## config.mk

```make
export PLATFORM = sky130hd
export DESIGN_NAME = stack_rot_rename
export DESIGN_NICKNAME = d
export VERILOG_FILES = /design/src/rtl/srr_pkg.sv /design/src/rtl/srr_ctrl.sv /design/src/rtl/srr_map.sv /design/src/rtl/stack_rot_rename.sv
export SDC_FILE = /design/constraint.sdc
export NUM_CORES = 1
export LEC_CHECK = 0
export BUFFER_PORTS_ARGS = -buffer_cell sky130_fd_sc_hd__buf_2
export CAP_MARGIN = 40
export CORE_MARGIN = 2
export CORE_UTILIZATION = 40
export DETAILED_ROUTE_END_ITERATION = 8
export HOLD_SLACK_MARGIN = 0.03
export PLACE_DENSITY_LB_ADDON = 0.1
export SLEW_MARGIN = 20
export SYNTH_ARGS = -nofsm -noshare
export SYNTH_HDL_FRONTEND = slang
export SYNTH_HIERARCHICAL = 1
export SYNTH_SLANG_ARGS = --single-unit
```

## constraint.sdc

```tcl
create_clock -name clk -period 8.07 [get_ports clk]
set_input_delay 0.807 -clock clk [delete_from_list [all_inputs] [get_ports clk]]
set_output_delay 0.807 -clock clk [all_outputs]
set_load 0.05 [all_outputs]
```

## src/rtl/srr_pkg.sv

```systemverilog
package srr_pkg;
  typedef struct packed {
    logic retLoad;
    logic callAdv;
    logic rotStep;
  } mapStrobes_t;
endpackage

```

## src/rtl/srr_ctrl.sv

```systemverilog
module srr_ctrl
  import srr_pkg::*;
(
  input  logic        callEn,
  input  logic        retEn,
  input  logic        rotEn,
  output mapStrobes_t strobes
);
  always_comb begin
    strobes.retLoad = retEn;
    strobes.callAdv = callEn & ~retEn;
    strobes.rotStep = rotEn;
  end
endmodule

```

## src/rtl/srr_map.sv

```systemverilog
module srr_map
  import srr_pkg::*;
#(
  parameter int ARCH_REGS   = 128,
  parameter int GLOBAL_REGS = 32,
  parameter int POOL_REGS   = 128,
  parameter bit STACKED     = 1'b1,
  parameter int NUM_LANES   = 3,
  parameter int IDX_W       = 7,
  parameter int SIZE_W      = 7,
  parameter int FB_W        = 7,
  parameter int PHYS_W      = 8
) (
  input  logic                        clk,
  input  logic                        rstN,
  input  mapStrobes_t                 strobes,
  input  logic [SIZE_W-1:0]           callSize,
  input  logic [FB_W-1:0]             retBase,
  input  logic [SIZE_W-1:0]           rotSize,
  input  logic [NUM_LANES*IDX_W-1:0]  lookupIdx,
  output logic [NUM_LANES*PHYS_W-1:0] physIdx,
  output logic [FB_W-1:0]             curFrame,
  output logic [SIZE_W-1:0]           curRot
);
  localparam int UPPER = ARCH_REGS - GLOBAL_REGS;

  logic [FB_W-1:0]   frameQ, frameNext, frameEff;
  logic [SIZE_W-1:0] rotQ, rotNext;
  int                rotSpan;

  // rotating span: requested size clamped to the upper region, or all of it
  always_comb begin
    if (STACKED) rotSpan = (int'(rotSize) > UPPER) ? UPPER : int'(rotSize);
    else         rotSpan = UPPER;
  end

  // a return takes effect on the lookups of its own cycle
  assign frameEff = strobes.retLoad ? retBase : frameQ;

  always_comb begin
    int sum;
    sum = int'(frameQ) + int'(callSize);
    if (sum >= POOL_REGS) sum = sum - POOL_REGS;
    if (strobes.retLoad)      frameNext = retBase;
    else if (strobes.callAdv) frameNext = FB_W'(sum);
    else                      frameNext = frameQ;
  end

  always_comb begin
    rotNext = rotQ;
    if (strobes.rotStep) begin
      if (rotSpan == 0)                          rotNext = '0;
      else if (rotQ == '0 || int'(rotQ) >= rotSpan) rotNext = SIZE_W'(rotSpan - 1);
      else                                       rotNext = rotQ - 1'b1;
    end
  end

  always_ff @(posedge clk or negedge rstN) begin
    if (!rstN) begin
      frameQ <= '0;
      rotQ   <= '0;
    end else begin
      frameQ <= frameNext;
      rotQ   <= rotNext;
    end
  end

  assign curFrame = frameQ;
  assign curRot   = rotQ;

  function automatic logic [PHYS_W-1:0] mapOne(input int idx, input int fb,
                                               input int rb, input int rs);
    int off;
    int tmp;
    if (idx < GLOBAL_REGS) return PHYS_W'(idx);
    off = idx - GLOBAL_REGS;
    if (off < rs) begin
      tmp = off + rb;
      if (tmp >= rs) tmp = tmp - rs;
      off = tmp;
    end
    if (STACKED) begin
      tmp = off + fb;
      if (tmp >= POOL_REGS) tmp = tmp - POOL_REGS;
      return PHYS_W'(GLOBAL_REGS + tmp);
    end
    return PHYS_W'(GLOBAL_REGS + off);
  endfunction

  for (genvar l = 0; l < NUM_LANES; l++) begin : gLane
    always_comb begin
      physIdx[l*PHYS_W +: PHYS_W] = mapOne(int'(lookupIdx[l*IDX_W +: IDX_W]),
                                           int'(frameEff), int'(rotQ), rotSpan);
    end
  end
endmodule

```

## src/rtl/stack_rot_rename.sv

```systemverilog
module stack_rot_rename
  import srr_pkg::*;
#(
  parameter  int ARCH_REGS   = 128,
  parameter  int GLOBAL_REGS = 32,
  parameter  int POOL_REGS   = 128,
  parameter  bit STACKED     = 1'b1,
  parameter  int NUM_LANES   = 3,
  localparam int IDX_W  = $clog2(ARCH_REGS),
  localparam int SIZE_W = $clog2(ARCH_REGS - GLOBAL_REGS + 1),
  localparam int FB_W   = $clog2(POOL_REGS),
  localparam int PHYS_W = STACKED ? $clog2(GLOBAL_REGS + POOL_REGS) : IDX_W
) (
  input  logic                        clk,
  input  logic                        rstN,
  input  logic                        callEn,
  input  logic [SIZE_W-1:0]           callSize,
  input  logic                        retEn,
  input  logic [FB_W-1:0]             retBase,
  input  logic                        rotEn,
  input  logic [SIZE_W-1:0]           rotSize,
  input  logic [NUM_LANES*IDX_W-1:0]  lookupIdx,
  output logic [NUM_LANES*PHYS_W-1:0] physIdx
);
  mapStrobes_t       strobes;
  logic [FB_W-1:0]   curFrame;
  logic [SIZE_W-1:0] curRot;

  srr_ctrl u_ctrl (
    .callEn (callEn),
    .retEn  (retEn),
    .rotEn  (rotEn),
    .strobes(strobes)
  );

  srr_map #(
    .ARCH_REGS(ARCH_REGS), .GLOBAL_REGS(GLOBAL_REGS), .POOL_REGS(POOL_REGS),
    .STACKED(STACKED), .NUM_LANES(NUM_LANES), .IDX_W(IDX_W), .SIZE_W(SIZE_W),
    .FB_W(FB_W), .PHYS_W(PHYS_W)
  ) u_map (
    .clk      (clk),
    .rstN     (rstN),
    .strobes  (strobes),
    .callSize (callSize),
    .retBase  (retBase),
    .rotSize  (rotSize),
    .lookupIdx(lookupIdx),
    .physIdx  (physIdx),
    .curFrame (curFrame),
    .curRot   (curRot)
  );
endmodule

```

==> results of run 1 <==
-- kinds of logic after synthesis --
group	Yosys count	synth area share [%]
buf+inv	77	4.904
fa+ha+maj	132	28.44
mux	33	5.873
compound gates	244	25.80
flops	14	5.770
simple gates	257	20.73
xor+xnor	58	8.490
-- metal layers --
layer	part of all wire, %	vias up	global-route usage, %
met5	0	-	0
met4	1.1	0	2.262
met3	4.5	21	1.717
met2	46	163	37.54
met1	48	2899	31.55
li1	-	3170	-
-- placed cells by master, fill, tap and decap left out, types with 14 or more instances in the layout --
cell,Yosys,final
mux2i_1,21,21
xor2_1,18,18
a21oi_1,64,58
nand3_1,21,21
buf_4,2,37
ha_1,122,121
a21o_1,23,23
nor2_1,58,53
inv_1,58,58
nor2b_1,15,14
dfrtp_1,14,14
nor3_1,19,17
nand2_1,82,81
o21a_1,18,17
o21ai_0,68,62
xnor2_1,39,38
buf_2,1,70
-- worst max-delay path by stage --
stage | from | end | depth (start not counted)
floorplan | lookupIdx[7] | physIdx[15] | 30
global placement | lookupIdx[0] | physIdx[7] | 33
detailed placement | lookupIdx[7] | physIdx[15] | 32
CTS | lookupIdx[7] | physIdx[15] | 32
global route | lookupIdx[14] | physIdx[23] | 36
finish | lookupIdx[7] | physIdx[15] | 32
-- layout make-up --
class	instances	area [µm²]	area share, %
sequential	14	350.3	4.926
tap	188	235.2	3.308
clock buffer	4	88.84	1.249
timing repair buffer	109	646.9	9.096
inverter	59	221.5	3.114
multi-input combinational	724	5569	78.31
-- timing repair --
action	in CTS	in global routing
resized for setup	4	43
pin swaps	0	24
hold buffers	0	0
setup endpoints to repair	2	3
setup buffers	0	7
-- metrics by stage --
step	hold WS (ns)	setup TNS (ns)	std cells	util, %	area [µm²]
global placement	0.5866	0	1083	45.18	6792
global route	0.4800	-0.1026	1098	47.31	7112
finish	0.4570	0	1098	47.31	7112
floorplan	0.5114	0	815	-	6072
detailed placement	0.5990	-0.2270	1087	45.33	6814
CTS	0.4663	0	1091	46.02	6918
-- state kept, by name, indices dropped and copies added, names as in the netlist --
register        count
u_map/curFrame      7
u_map/curRot        7
==> Implementation_results.wiki, run 1 <==
{| class="wikitable"
! Metric !! Value
|-
| Critical path launch point type || input pin
|-
| Number of port buffers || 70
|-
| Shortest period the worst path allows || between 7 and 8 ns
|-
| Kind of cell with the highest combined delay on the critical path || compound AO/OA/AOI/OAI gates
|-
| Final net count || roughly 1,100
|-
| Synthesized net count || 994
|-
| Crit-path max FO || 5
|-
| Share of cells above drive strength 1 || between 10% and 20%
|-
| CTS Buf Count || 3
|-
| Final hold violations || 0
|-
| Top-Level Pins || 71
|-
| Async SR Flop Fraction || 100.0%
|-
| Die boundary width || 127.2 µm
|-
| Max-slew violation count || 0
|-
| R2r endpoint || u_map/curRot[6]$_DFFE_PN0P_
|-
| Portion of the post-synthesis area used by sequential elements || between 5 and 6%
|-
| Initial cell density of the core || roughly two fifths
|-
| Routed vias/inst || between 5 and 6
|-
| Largest net degree at the start of global routing || 23
|-
| Max_cap viols || 0
|-
| Worst Setup Slack post-DPL || -0.2270 ns
|-
| Capturing element type of the critical path || output port
|-
| Clock sinks || 14
|-
| Number of vias after detailed routing || 6,253
|-
| Distinct cell type count of the synthesized netlist || 75
|-
| Root Buffer Master || clkbuf_16
|-
| Die Area || 16,180 µm²
|-
| Class of the most critical setup path || in2out
|-
| Post-synthesis cell type with the largest combined area || ha_1
|-
| Wire length per cell || between 15 and 20 µm
|-
| Remaining antenna violation count after routing || 0
|-
| Leading cell types by count after synthesis || 122 x ha_1, 82 x nand2_1, 68 x o21ai_0
|-
| FF-to-FF setup slack || roughly 4.3 ns
|-
| Worst skew pair latency || ~0.24 ns
|-
| Residual overflow from global routing || 0
|-
| Post-Synthesis Mean Instance Area || approximately 7.5 µm²
|-
| Req. time, crit path || ~7.3 ns
|-
| Flip-flop and latch count after synthesis || 14
|-
| Top-area cell type share of the netlist area || approximately 25%
|-
| Most common cell on crit path || ha_1
|-
| Min-Delay Path Class || in2async
|-
| Tcrit/Tclk final || between 90 and 100%
|-
| Post-detailed-routing wire length || 18,120 µm
|-
| Global-route usage over all layers || 22.02%
|-
| Clock Skew || ~0.0011 ns
|-
| Cell area after synthesis || 6072 µm²
|-
| Arrival time of data at the critical path endpoint || just under 7 ns
|-
| Global-route wire length before repair || 29,280 µm
|-
| DRC errors left || 0
|-
| CP max stage delay || between 0.4 and 0.5 ns
|-
| Main flop type after synthesis || dfrtp_1
|-
| Hpwl dp || 14,810 µm
|-
| Fill cell count || between 1,500 and 2,000
|-
| Number of global-route vias before repair || slightly below 6,000
|-
| Slowest stage cell on the critical path || or4_4
|-
| Number of setup violations in the final report || 0
|-
| Clock-pin slew on the worst setup and hold paths || ~0.05 ns
|-
| Worst-case reg-to-reg path depth || 14
|-
| First DRT Iteration DRCs || ~360
|-
| First-pass iteration count of the detailed router || 5
|-
| TritonCTS clock tree || built
|-
| Placeable Area || 15,030 µm²
|-
| Number of rows in the core area || 45
|-
| Clk buf depth || 2
|-
| RePlAce Congestion || around 0.88
|-
| Die extent in y || approximately 130 µm
|-
| Headroom to the max-slew limit || around 46%
|-
| Achievable frequency || approximately 130 MHz
|-
| Area contributors post-synth || ha_1 25%, dfrtp_1 5.8%, xnor2_1 5.6%
|-
| Critical path buffer and inverter count || 4
|-
| Slew of the pin with the lowest slew margin || ~0.8 ns
|-
| Count of synthesis-stage warnings from yosys || 6
|-
| Number of enable flip-flop cells after synthesis || 0
|-
| Antenna cells || 0
|-
| Status || finished, final reports clean
|-
| R2r startpoint || u_map/curRot[0]$_DFFE_PN0P_
|-
| Setup WS post-layout || approximately 0.33 ns
|-
| Layout overhead on the synthesized area || 17.12%
|-
| Cell count after synthesis || a little over 800
|-
| Level count of the clock H-tree || 1
|-
| Initial antenna violation count || 0
|-
| Most used standard cell by instance count after synthesis || ha_1
|}
Power of run 1 is not shown: default switching activity piles up to over one toggle a cycle in this logic, so the estimate is an artifact.
==> run 2, diff against run 1 <==
--- a/config.mk
+++ b/config.mk
@@ -8,7 +8,7 @@
 export BUFFER_PORTS_ARGS = -buffer_cell sky130_fd_sc_hd__buf_2
 export CAP_MARGIN = 40
 export CORE_MARGIN = 2
-export CORE_UTILIZATION = 40
+export CORE_UTILIZATION = 35
 export DETAILED_ROUTE_END_ITERATION = 8
 export HOLD_SLACK_MARGIN = 0.03
 export PLACE_DENSITY_LB_ADDON = 0.1
==> Implementation_results.wiki, run 2 (synthesis gave the netlist of run 1 again) <==
{| class="wikitable"
! Metric !! Value
|-
| Status || finished, final reports clean
|-
| Class of the most critical setup path || in2out
|-
| Final net count || ~1,100
|-
| First-pass iteration count of the detailed router || 5
|-
| Number of port buffers || 70
|-
| Residual overflow from global routing || 0
|-
| Global-route wire length before repair || about 30,000 µm
|-
| Most common cell on crit path || ha_1
|-
| Worst skew pair latency || 0.24 ns
|-
| DRC errors left || 0
|-
| Number of vias after detailed routing || between 6,000 and 7,000
|-
| Share of cells above drive strength 1 || 20.02%
|-
| TritonCTS clock tree || built
|-
| Routed vias/inst || between 5 and 6
|-
| Die Area || approximately 18,000 µm²
|-
| Number of rows in the core area || 48
|-
| Initial cell density of the core || approximately 35%
|-
| Number of global-route vias before repair || a little under 6,000
|-
| Level count of the clock H-tree || 1
|-
| Number of setup violations in the final report || 0
|-
| Clk buf depth || 2
|-
| Leading cell type in the layout, fill and taps excluded || ha_1
|-
| Capturing element type of the critical path || output port
|-
| Global-route usage over all layers || between 10% and 20%
|-
| First DRT Iteration DRCs || slightly below 300
|-
| Tcrit/Tclk final || roughly 96%
|-
| CTS Buf Count || 3
|-
| Worst Setup Slack post-DPL || -0.06273 ns
|-
| Initial antenna violation count || 0
|-
| CP max stage delay || 0.45 ns
|-
| Shortest period the worst path allows || 7.710 ns
|-
| Min-Delay Path Class || in2async
|-
| Hold_buf cts || 0
|-
| Setup WS post-layout || about 0.36 ns
|-
| Req. time, crit path || around 7.3 ns
|-
| Remaining antenna violation count after routing || 0
|-
| Max-slew violation count || 0
|-
| Top-Level Pins || between 70 and 80
|-
| Hpwl dp || about 15,000 µm
|-
| Die boundary width || 135.7 µm
|-
| Achievable frequency || around 130 MHz
|-
| RePlAce Congestion || between 0.8 and 0.9
|-
| Slew of the pin with the lowest slew margin || a little under 0.8 ns
|-
| Die extent in y || between 100 and 150 µm
|-
| Clock-pin slew on the worst setup and hold paths || roughly 0.050 ns
|-
| Placeable Area || 17,120 µm²
|-
| Wire length per cell || roughly 16 µm
|-
| Crit-path max FO || 6
|-
| Max_cap viols || 0
|-
| Largest net degree at the start of global routing || 23
|-
| Root Buffer Master || clkbuf_16
|-
| Post-detailed-routing wire length || around 18,000 µm
|-
| Clock sinks || 14
|-
| Critical path launch point type || input pin
|-
| Final hold violations || 0
|-
| Headroom to the max-slew limit || a little under half
|-
| Layout overhead on the synthesized area || 19.02%
|-
| Slowest stage cell on the critical path || or4_4
|-
| Arrival time of data at the critical path endpoint || a little under 7 ns
|-
| Most frequent cells in the layout || 121 x ha_1, 81 x nand2_1, 71 x buf_2
|-
| Clock Skew || 0.001416 ns
|-
| Antenna cells || 0
|}
run 2: changes by cell type in the layout (fill, tap and decap cells not counted), sizes merged:
cell,change
buf,+9
run 2: cell type report:
cell class,instances,area (µm²)
multi-input cells,724,5573
well taps,225,281.5
clock buffers,4,88.84
inverters,59,221.5
flip-flops and latches,14,350.3
fillers,1803,9889
repair buffers,118,711.9
run 2: worst paths after layout:
kind	startpoint	endpoint	slack, ns	cells after the start
max in group asynchronous	rstN	u_map/curFrame[0]$_DFFE_PN0P_	7.36	1
hold reg to reg	u_map/curFrame[4]$_DFFE_PN0P_	u_map/curFrame[4]$_DFFE_PN0P_	0.62	2
min in group clk	u_map/curFrame[4]$_DFFE_PN0P_	u_map/curFrame[4]$_DFFE_PN0P_	0.62	2
hold / removal	rstN	u_map/curFrame[5]$_DFFE_PN0P_	0.46	1
setup / recovery	lookupIdx[7]	physIdx[15]	0.36	32
setup reg to reg	u_map/curRot[0]$_DFFE_PN0P_	u_map/curRot[4]$_DFFE_PN0P_	4.46	16
run 2: layer usage:
metal	track usage [%]	up-vias	part of all wire, %
met5	0	-	0
met2	32.32	108	44
met3	1.384	6	3.6
met4	1.794	0	0.56
li1	-	3194	-
met1	29.59	2763	52
run 2: worst max-delay path: cells and delay by family:
family          cells  cell delay, ns
simple gates       12            2.07
buf+inv             3            0.46
compound gates     11            2.00
xor+xnor            1            0.16
fa+ha+maj           5            1.40
run 2: what timing repair did:
item                                    CTS  global route
pin swaps                                 0            18
endpoints found under the setup margin    1             3
buffers inserted                          0             1
resized for setup                         1            41
run 2: per-stage QoR:
stage | util [%] | setup TNS, ns | hold WS (ns) | instances | cell area (µm²)
detailed placement | 40.72 | -0.06273 | 0.6142 | 1139 | 6970
finish | 42.22 | 0 | 0.4624 | 1144 | 7227
global placement | 40.61 | 0 | 0.6103 | 1135 | 6950
CTS | 41.27 | 0 | 0.4689 | 1143 | 7064
floorplan | - | 0 | 0.5114 | 815 | 6072
global route | 42.22 | -0.05145 | 0.4813 | 1144 | 7227
Power of run 2 is left out for the same reason.
==> run 3, diff against run 2 <==
--- a/config.mk
+++ b/config.mk
@@ -5,6 +5,7 @@
 export SDC_FILE = /design/constraint.sdc
 export NUM_CORES = 1
 export LEC_CHECK = 0
+export ABC_AREA = 1
 export BUFFER_PORTS_ARGS = -buffer_cell sky130_fd_sc_hd__buf_2
 export CAP_MARGIN = 40
 export CORE_MARGIN = 2
==> Implementation_results.wiki, run 3 <==
{| class="wikitable"
! Metric !! Value
|-
| Clk buf depth || 2
|-
| Initial cell density of the core || a little over a third
|-
| Residual overflow from global routing || 0
|-
| Final hold violations || 0
|-
| Cell count after synthesis || between 900 and 1,000
|-
| Number of rows in the core area || 48
|-
| Shortest period the worst path allows || roughly 7.6 ns
|-
| Status || finished, final reports clean
|-
| Kind of cell with the highest combined delay on the critical path || simple AND/OR/NAND/NOR gates
|-
| Max-slew violation count || 0
|-
| Post-route design area || between 6000 and 7000 µm²
|-
| Clock sinks || 14
|-
| Hpwl dp || approximately 15,000 µm
|-
| RePlAce Congestion || 0.8343
|-
| Area contributors post-synth || ha_1 25%, nand2_1 11%, inv_1 8.1%
|-
| Initial antenna violation count || 0
|-
| Portion of the post-synthesis area used by sequential elements || 5.695%
|-
| Class of the most critical setup path || in2out
|-
| Critical path launch point type || input pin
|-
| Fin Setup TNS || 0 ns
|-
| Headroom to the max-slew limit || a little over half
|-
| Clock Skew || a little under 0.0006 ns
|-
| Async SR Flop Fraction || between 90% and 100%
|-
| DRC errors left || 0
|-
| Routed vias/inst || between 5 and 6
|-
| Slowest stage cell on the critical path || or4_1
|-
| Clock-pin slew on the worst setup and hold paths || about 0.04 ns
|-
| Die Area || 18,650 µm²
|-
| Min Hold Slack || 0.4689 ns
|-
| Antenna cells || 0
|-
| Arrival time of data at the critical path endpoint || between 6 and 7 ns
|-
| FF-to-FF setup slack || approximately 5.3 ns
|-
| Share of cells above drive strength 1 || 16.33%
|-
| Global-route usage over all layers || 19.69%
|-
| Global-route wire length before repair || 29,550 µm
|-
| Slew of the pin with the lowest slew margin || 0.7141 ns
|-
| Global routing met3 resource utilization || 0.9259%
|-
| Leading cell type in the layout, fill and taps excluded || nand2_1
|-
| Largest net degree at the start of global routing || 18
|-
| CP max stage delay || just over 0.5 ns
|-
| Placeable Area || around 17,000 µm²
|-
| Distinct cell type count of the synthesized netlist || between 50 and 60
|-
| Max_cap viols || 0
|-
| Post-synthesis cell type with the largest combined area || ha_1
|-
| Critical path buffer and inverter count || 6
|-
| Top-area cell type share of the netlist area || between 20% and 30%
|-
| Leading cell types by count after synthesis || 186 x nand2_1, 132 x inv_1, 122 x ha_1
|-
| Wire length per cell || about 15 µm
|-
| TritonCTS clock tree || built
|-
| Post-Synthesis Mean Instance Area || 6.608 µm²
|-
| RSZ-0062 raised after global routing || false
|-
| Non-Filler Instances || between 1,000 and 1,500
|-
| Flip-flop and latch count after synthesis || 14
|-
| CTS Buf Count || 3
|-
| Top-Level Pins || between 70 and 80
|-
| Worst skew pair latency || approximately 0.24 ns
|-
| Die boundary width || roughly 140 µm
|-
| Count of synthesis-stage warnings from yosys || 6
|-
| Crit-path max FO || 9
|-
| Root Buffer Master || clkbuf_16
|-
| Min-Delay Path Class || in2async
|-
| Post-detailed-routing wire length || 18,070 µm
|-
| Level count of the clock H-tree || 1
|-
| Number of stages on the worst setup path || 37
|-
| Most heavily used metal layer in global routing || met2
|-
| Number of port buffers || 70
|-
| Synthesized net count || roughly 1,100
|-
| Number of enable flip-flop cells after synthesis || 0
|-
| Number of global-route vias before repair || around 6,000
|-
| Number of setup violations in the final report || 0
|-
| Req. time, crit path || 7.26 ns
|-
| Final net count || about 1,200
|-
| Most used standard cell by instance count after synthesis || nand2_1
|-
| Tcrit/Tclk final || roughly 94%
|-
| Layout overhead on the synthesized area || 12.71%
|-
| Hold_buf cts || 0
|-
| Met1 global-route usage || a little over a quarter
|-
| Achievable frequency || 132.0 MHz
|-
| Main flop type after synthesis || dfrtp_1
|-
| First DRT Iteration DRCs || between 300 and 400
|-
| Remaining antenna violation count after routing || 0
|-
| First-pass iteration count of the detailed router || 5
|-
| Number of vias after detailed routing || a little over 6,000
|-
| Cell area after synthesis || 6152 µm²
|-
| R2r endpoint || u_map/curRot[5]$_DFFE_PN0P_
|-
| Capturing element type of the critical path || output port
|-
| R2r startpoint || u_map/curRot[6]$_DFFE_PN0P_
|-
| Die extent in y || approximately 140 µm
|-
| Most frequent cells in the layout || 183 x nand2_1, 131 x inv_1, 122 x ha_1
|-
| M2 GR Usage || 35.39%
|-
| Cell count after placement || between 1,000 and 1,500
|-
| Worst-case reg-to-reg path depth || 12
|-
| Post-DP Area || between 6000 and 7000 µm²
|}
[run 3: how the worst max path moves through the flow]
stage / startpoint / endpoint / slack [ns]
floorplan: rotSize[1] / physIdx[23] / 0.81
global placement: lookupIdx[0] / physIdx[7] / 0.36
detailed placement: lookupIdx[0] / physIdx[7] / 0.42
CTS: lookupIdx[0] / physIdx[7] / 0.40
global route: rotSize[1] / physIdx[7] / 0.004
finish: rotSize[1] / physIdx[7] / 0.49
[run 3: repair_timing]
action | 4_1_cts | 5_1_grt
buffers inserted | 0 | 2
gates resized for setup | 0 | 12
setup endpoints to repair | 0 | 3
[run 3: layer usage]
layer | vias up | routed length (µm)
met3 | 8 | 531
met5 | - | 0
met2 | 93 | 8668
met1 | 2785 | 8756
li1 | 3304 | -
met4 | 0 | 110
[run 3: cell families after synthesis]
group / after synthesis / synth area share [%]
AO/OA/AOI/OAI: 203 / 18.85
XOR/XNOR: 55 / 8.074
adder cells (fa/ha/maj): 132 / 28.07
buffers and inverters: 151 / 9.416
flip-flops: 14 / 5.695
AND/OR/NAND/NOR: 376 / 29.90
[run 3: stage by stage]
step | setup slack (ns) | utilization (%)
detailed placement | 0.4196 | 39.44
finish | 0.4949 | 40.23
global route | 0.004125 | 40.23
CTS | 0.3969 | 39.87
floorplan | 0.8062 | -
global placement | 0.3650 | 39.38
[run 3: layout make-up]
| type | instances | area, µm² |
|---|---|---|
| Clock buffer | 3 | 75.07 |
| Fill cell | 1908 | 10300 |
| Inverter | 137 | 519.2 |
| Multi-Input combinational cell | 766 | 5253 |
| Sequential cell | 14 | 350.3 |
| Tap cell | 225 | 281.5 |
| Timing Repair Buffer | 84 | 455.4 |
Power of run 3 is left out for the same reason.
